--- config.mk ---
export PLATFORM = sky130hd
export DESIGN_NAME = dco_square
export DESIGN_NICKNAME = d
export VERILOG_FILES = /design/src/rtl/dosc_pkg.sv /design/src/rtl/dosc_cfg.sv /design/src/rtl/dosc_step.sv /design/src/rtl/dosc_accum.sv /design/src/rtl/dosc_mon.sv /design/src/rtl/dco_square.sv
export SDC_FILE = /design/constraint.sdc
export NUM_CORES = 1
export LEC_CHECK = 0
export ABC_CLOCK_PERIOD_IN_PS = 4400
export CAP_MARGIN = 20
export CORE_ASPECT_RATIO = 0.75
export CORE_MARGIN = 2
export CORE_UTILIZATION = 55
export CTS_CLUSTER_SIZE = 24
export DETAILED_ROUTE_END_ITERATION = 8
export GPL_TIMING_DRIVEN = 0
export PLACE_DENSITY_LB_ADDON = 0.15
export SYNTH_ARGS = -nofsm -noshare
export SYNTH_HDL_FRONTEND = slang
export SYNTH_SLANG_ARGS = --single-unit
--- constraint.sdc ---
create_clock -name clk -period 4.4 [get_ports clk]
set_input_delay 0.88 -clock clk [delete_from_list [all_inputs] [get_ports clk]]
set_output_delay 0.88 -clock clk [all_outputs]
set_load 0.005 [all_outputs]
--- src/rtl/dosc_pkg.sv ---
package dosc_pkg;

   typedef enum logic {
      SEL_BASE  = 1'b0,
      SEL_SLOPE = 1'b1
   } cfg_sel_e;

   function automatic int unsigned max2(input int unsigned a, input int unsigned b);
      return (a > b) ? a : b;
   endfunction

endpackage

--- src/rtl/dosc_cfg.sv ---
module dosc_cfg
   import dosc_pkg::*;
#(
   parameter int unsigned BASE_W    = 12,
   parameter int unsigned SLOPE_W   = 8,
   parameter int unsigned CFG_W     = 12,
   parameter int unsigned BASE_RST  = 64,
   parameter int unsigned SLOPE_RST = 16
) (
   input  logic               clk,
   input  logic               rst_n,
   input  logic               park,
   input  logic               we,
   input  cfg_sel_e           sel,
   input  logic [CFG_W-1:0]   data,
   output logic [BASE_W-1:0]  base_q,
   output logic [SLOPE_W-1:0] slope_q
);

   logic wr_ok;
   assign wr_ok = park & we;

   always_ff @(posedge clk or negedge rst_n) begin
      if (!rst_n) begin
         base_q  <= BASE_W'(BASE_RST);
         slope_q <= SLOPE_W'(SLOPE_RST);
      end else if (wr_ok) begin
         if (sel == SEL_BASE) base_q  <= data[BASE_W-1:0];
         else                 slope_q <= data[SLOPE_W-1:0];
      end
   end

   // settings are frozen while the oscillator runs
   a_r9_cfg_frozen: assert property (@(posedge clk) disable iff (!rst_n)
      !park |=> ($stable(base_q) && $stable(slope_q)));

endmodule

--- src/rtl/dosc_step.sv ---
module dosc_step #(
   parameter int unsigned CTRL_W  = 8,
   parameter int unsigned BASE_W  = 12,
   parameter int unsigned SLOPE_W = 8,
   parameter int unsigned STEP_W  = 17
) (
   input  logic [BASE_W-1:0]  base,
   input  logic [SLOPE_W-1:0] slope,
   input  logic [CTRL_W-1:0]  ctrl,
   output logic [STEP_W-1:0]  step
);

   logic [STEP_W-1:0] span;

   always_comb begin
      span = STEP_W'(slope) * STEP_W'(ctrl);
      step = STEP_W'(base) + span;
   end

   // the step never falls below the base
   always_comb begin
      a_r4_step_floor: assert (step >= STEP_W'(base));
   end

endmodule

--- src/rtl/dosc_accum.sv ---
module dosc_accum #(
   parameter int unsigned ACC_W  = 20,
   parameter int unsigned STEP_W = 17
) (
   input  logic              clk,
   input  logic              rst_n,
   input  logic              park,
   input  logic [STEP_W-1:0] step,
   output logic              osc_out
);

   logic [ACC_W-1:0] phase_q;

   always_ff @(posedge clk or negedge rst_n) begin
      if (!rst_n)    phase_q <= '0;
      else if (park) phase_q <= '0;
      else           phase_q <= phase_q + ACC_W'(step);
   end

   assign osc_out = phase_q[ACC_W-1];

   // parking clears phase and silences the output
   a_r7_park_clears: assert property (@(posedge clk) disable iff (!rst_n)
      park |=> (phase_q == '0 && !osc_out));

   // release always begins from phase zero
   a_r7_restart_zero: assert property (@(posedge clk) disable iff (!rst_n)
      $fell(park) |-> (phase_q == '0));

   // a zero step leaves the phase where it is
   a_r3_zero_step_holds: assert property (@(posedge clk) disable iff (!rst_n)
      (!park && step == '0) |=> $stable(phase_q));

   // a nonzero step always moves the phase
   a_r2_phase_moves: assert property (@(posedge clk) disable iff (!rst_n)
      (!park && step != '0) |=> (phase_q != $past(phase_q)));

endmodule

--- src/rtl/dosc_mon.sv ---
module dosc_mon #(
   parameter int unsigned CTRL_W = 8
) (
   input  logic              clk,
   input  logic              rst_n,
   input  logic              park,
   input  logic [CTRL_W-1:0] ctrl,
   output logic [CTRL_W-1:0] mon
);

   always_ff @(posedge clk or negedge rst_n) begin
      if (!rst_n)    mon <= '0;
      else if (park) mon <= '0;
      else           mon <= ctrl;
   end

   // the monitor trails the control word by one clock
   a_r8_mon_follows: assert property (@(posedge clk) disable iff (!rst_n)
      !park |=> (mon == $past(ctrl)));

   // the monitor is quiet while parked
   a_r7_mon_quiet: assert property (@(posedge clk) disable iff (!rst_n)
      park |=> (mon == '0));

endmodule

--- src/rtl/dco_square.sv ---
module dco_square
   import dosc_pkg::*;
#(
   parameter int unsigned CTRL_W    = 8,
   parameter int unsigned BASE_W    = 12,
   parameter int unsigned SLOPE_W   = 8,
   parameter int unsigned ACC_W     = 20,
   parameter int unsigned BASE_RST  = 64,
   parameter int unsigned SLOPE_RST = 16,
   parameter bit          PIPE_STEP = 1'b0,
   localparam int unsigned CFG_W    = max2(BASE_W, SLOPE_W)
) (
   input  logic              clk,
   input  logic              rst_n,
   input  logic              park,
   input  logic [CTRL_W-1:0] ctrl,
   input  logic              cfg_we,
   input  logic              cfg_sel,
   input  logic [CFG_W-1:0]  cfg_data,
   output logic              osc_out,
   output logic [CTRL_W-1:0] ctrl_mon
);

   localparam int unsigned STEP_W = max2(BASE_W, SLOPE_W + CTRL_W) + 1;

   // elaboration-time parameter checks
   if (CTRL_W < 1 || BASE_W < 1 || SLOPE_W < 1) begin : g_bad_width
      $error("dco_square: widths must be at least one bit");
   end
   if (STEP_W >= ACC_W) begin : g_bad_acc
      $error("dco_square: ACC_W must exceed the step width");
   end
   if (BASE_RST >= (64'd1 << BASE_W) || SLOPE_RST >= (64'd1 << SLOPE_W)) begin : g_bad_rst
      $error("dco_square: reset settings do not fit their fields");
   end

   logic [BASE_W-1:0]  base_q;
   logic [SLOPE_W-1:0] slope_q;
   logic [STEP_W-1:0]  step_c;
   logic [STEP_W-1:0]  step_use;

   dosc_cfg #(
      .BASE_W   (BASE_W),
      .SLOPE_W  (SLOPE_W),
      .CFG_W    (CFG_W),
      .BASE_RST (BASE_RST),
      .SLOPE_RST(SLOPE_RST)
   ) u_cfg (
      .clk    (clk),
      .rst_n  (rst_n),
      .park   (park),
      .we     (cfg_we),
      .sel    (cfg_sel_e'(cfg_sel)),
      .data   (cfg_data),
      .base_q (base_q),
      .slope_q(slope_q)
   );

   dosc_step #(
      .CTRL_W (CTRL_W),
      .BASE_W (BASE_W),
      .SLOPE_W(SLOPE_W),
      .STEP_W (STEP_W)
   ) u_step (
      .base (base_q),
      .slope(slope_q),
      .ctrl (ctrl),
      .step (step_c)
   );

   if (PIPE_STEP) begin : g_step_reg
      logic [STEP_W-1:0] step_q;
      always_ff @(posedge clk or negedge rst_n) begin
         if (!rst_n) step_q <= '0;
         else        step_q <= step_c;
      end
      assign step_use = step_q;
   end else begin : g_step_direct
      assign step_use = step_c;
   end

   dosc_accum #(
      .ACC_W (ACC_W),
      .STEP_W(STEP_W)
   ) u_acc (
      .clk    (clk),
      .rst_n  (rst_n),
      .park   (park),
      .step   (step_use),
      .osc_out(osc_out)
   );

   dosc_mon #(
      .CTRL_W(CTRL_W)
   ) u_mon (
      .clk  (clk),
      .rst_n(rst_n),
      .park (park),
      .ctrl (ctrl),
      .mon  (ctrl_mon)
   );

endmodule

==> run_results.csv <==
group,metric,value,unit
outcome,violations,"setup timing",
yosys,netlist_area,4830,µm²
floorplan,rows,29,
yosys,synth.top_cell.area_share,24.5,%
timing,relSlewSlack,53.7,%
timing,rsz0062_at_grt,"true",
routing,ant_nets,0,
finish,n_antenna_cell,0,
clocking,cts_max_level,2,
critical_path,cp-end-kind,"flip-flop",
critical_path,cp-start-kind,"input pin",
critical_path,cp.arrival,5050,ps
global_route,overflow,0,
hold_path,hold_path_class,"flip-flop to flip-flop",
yosys,synth_nets,631,
finish,nNetsFinal,688,
floorplan,coreArea,8490,µm²
clocking,cts_tree,"done",
place,dp_hpwl,7.81,mm
finish,fin_util,71.7,%
finish,drive_gt1_share,23.7,%
finish,area_growth,26.1,%
routing,routed_wl,10.6,mm
critical_path,crit_chain,"buf_6 > and2_1 > fa_1 > inv_1 > fa_1 > inv_1 > fa_1 > fa_1 > inv_1 > fa_1 > inv_1 > ha_4 > nand4_1 > nor2_1 > nor3b_2 > o211ai_1 > xnor2_1 > nor2_1",
timing,slew_viol_final,0,
global_route,grt_first_pass_wirelength,17.9,mm
critical_path,cp_slowest_stage_delay,530,ps
clocking,path_clk_slew,70,ps
finish,fillers,629,
routing,via_per_inst,5.31,
critical_path,cp_max_fo,9,
job,maxCapViolCount,0,
clocking,clockRootBuffer,"clkbuf_16",
yosys,postSynthAreaPerCell,9.77,µm²
timing,setup_viol,14,
timing,worst_slack,-487,ps
routing,drt-initial-drc-count,154,
routing,routedWlPerCell,16.1,µm
outcome,outcome,"complete, but fails checks",
place,gp_congestion,0.863,
timing,finalCritPeriodShare,111,%
yosys,syn_inst,494,
place,port_buffers,31,
yosys,yosys-top-cells-area,"fa_1, dfrtp_1, ha_1",
critical_path,worstSetupPathType,"input pin to flip-flop",
critical_path,cp.required,4560,ps
routing,drt-pass1-iter-count,4,
timing,tightestPinTransition,694,ps
floorplan,num_io_pins,34,
floorplan,die_w,112,µm
clocking,cts_buffers,5,
floorplan,die_h,85.1,µm
timing,skew,5.93,ps
timing,fin_crit,4890,ps
floorplan,start_util,56.9,%
floorplan,die_area,9550,µm²
critical_path,crit_top_cell,"fa_1",
critical_path,slowest_stage,"fa_1",
global_route,track_usage,23.9,%
routing,drc_errors,0,
global_route,antenna_found_initial,0,
yosys,synth_top_area_cell,"fa_1",
yosys,synthDistinctLibCells,40,
yosys,ys_seq_area_share,24.9,%
global_route,grt_max_degree,30,
global_route,first_global_vias,3844,
clocking,clock_tree.buffer_depth,2,
clocking,cts_sinks,48,
timing,fmax,205,MHz
yosys,ys_ff_latch,48,
clocking,clkLatencyLatePin,300,ps
routing,vias,3504,
timing,finalHoldViolCount,0,
finish,multi_input_area,3550,µm²
yosys,yosys_warnings,0,
finish,seqCellArea,1200,µm²
==> timing repair <==
item,in CTS,in global routing
hold buffers,0,0
gates resized for setup,84,24
pin swaps,28,33
hold endpoints to repair,0,0
setup endpoints to repair,15,14
setup buffers,11,11
==> kinds of logic after synthesis <==
kind of cell,after synthesis,synth area share [%]
and+or+nand+nor,132,13.6
muxes,20,4.67
xor gates and xnor gates,16,2.90
buffers and inverters,124,9.69
AOI/OAI and AO/OA,42,5.96
DFF,48,24.9
adders and majority gates,112,38.2
==> state kept, by name (all words and copies together), names as in the netlist <==
name           flops
u_cfg.slope_q      8
u_acc.phase_q     20
u_mon.mon          8
u_cfg.base_q      12
==> path summary, 6_finish.rpt <==
path	start	endpoint	slack (ps)	cells past startpoint
hold / removal	u_cfg.base_q[4]	u_cfg.base_q[4]	520	1
hold reg to reg	u_cfg.base_q[4]	u_cfg.base_q[4]	520	1
setup reg to reg	u_cfg.slope_q[4]	u_acc.phase_q[16]	-430	18
min in group asynchronous	rst_n	u_acc.phase_q[16]	550	1
setup / recovery	ctrl[5]	u_acc.phase_q[16]	-490	18
max in group asynchronous	rst_n	u_cfg.base_q[6]	3240	2
==> cell type report <==
type,instances,share of cell area [%]
plain buffers,6,1.07
clock inverters,3,0.761
clock buffers,5,2.06
multi-input cells,322,58.3
well taps,108,2.22
repair buffers,53,8.72
inverters,115,7.09
flip-flops and latches,48,19.8
==> worst max-delay path, delay by kind of cell <==
| kind | cells | cell delay, ps |
|---|---|---|
| AO/OA/AOI/OAI | 1 | 210 |
| XOR/XNOR | 1 | 160 |
| buffers and inverters | 5 | 340 |
| AND/OR/NAND/NOR | 5 | 690 |
| adder cells (fa/ha/maj) | 6 | 2750 |
==> synth_stat cells (all sizes together) <==
cell type  instances
a211oi             1
a21boi             1
a21o               1
a21oi             16
a2bb2oi            1
and2              36
and2b              1
buf                3
clkbuf             6
dfrtp             46
dfstp              2
fa                59
ha                53
inv              115
mux2              20
nand2             41
nand2b             5
nand3              5
nand3b             1
nand4              4
nor2              25
nor2b             10
nor3               1
nor3b              1
o2111ai            1
o211ai             5
o21a               1
o21ai             11
o21bai             1
o311ai             1
o31ai              1
o41ai              1
or3                2
xnor2             10
xor2               6
==> through the flow <==
stage	worst slack (ps)	cells	hold slack, ps	cell area (µm²)	setup TNS (ps)
CTS	-509	650	518	5900	-4370
finish	-487	660	516	6090	-4890
global placement	-1390	633	493	5450	-16920
global route	-613	660	533	6090	-6870
detailed placement	-1450	634	501	5470	-17240
floorplan	-497	494	479	5000	-4500
==> routing by layer <==
layer	up-vias	global-route usage, %	part of all wire [%]
met5	-	0	0
met4	0	7.98	1.5
met3	13	3.50	5.1
met2	90	40.6	51
met1	1772	31.8	43
li1	1629	-	-
==> cell usage in the layout, fill, tap and decap left out, types with 10 or more instances in the layout <==
| cell | netlist | final |
|---|---|---|
| nor2b_1 | 10 | 10 |
| inv_2 | 0 | 11 |
| buf_6 | 0 | 10 |
| and2_1 | 36 | 30 |
| ha_4 | 0 | 11 |
| fa_1 | 59 | 59 |
| mux2_2 | 20 | 20 |
| dfrtp_1 | 46 | 46 |
| buf_4 | 0 | 15 |
| nand2_1 | 41 | 30 |
| nor2_1 | 25 | 21 |
| inv_1 | 115 | 104 |
| ha_1 | 53 | 42 |
| clkdlybuf4s50_1 | 0 | 24 |
Power is not shown: default switching activity piles up to over one toggle a cycle in this logic, so the estimate is an artifact.
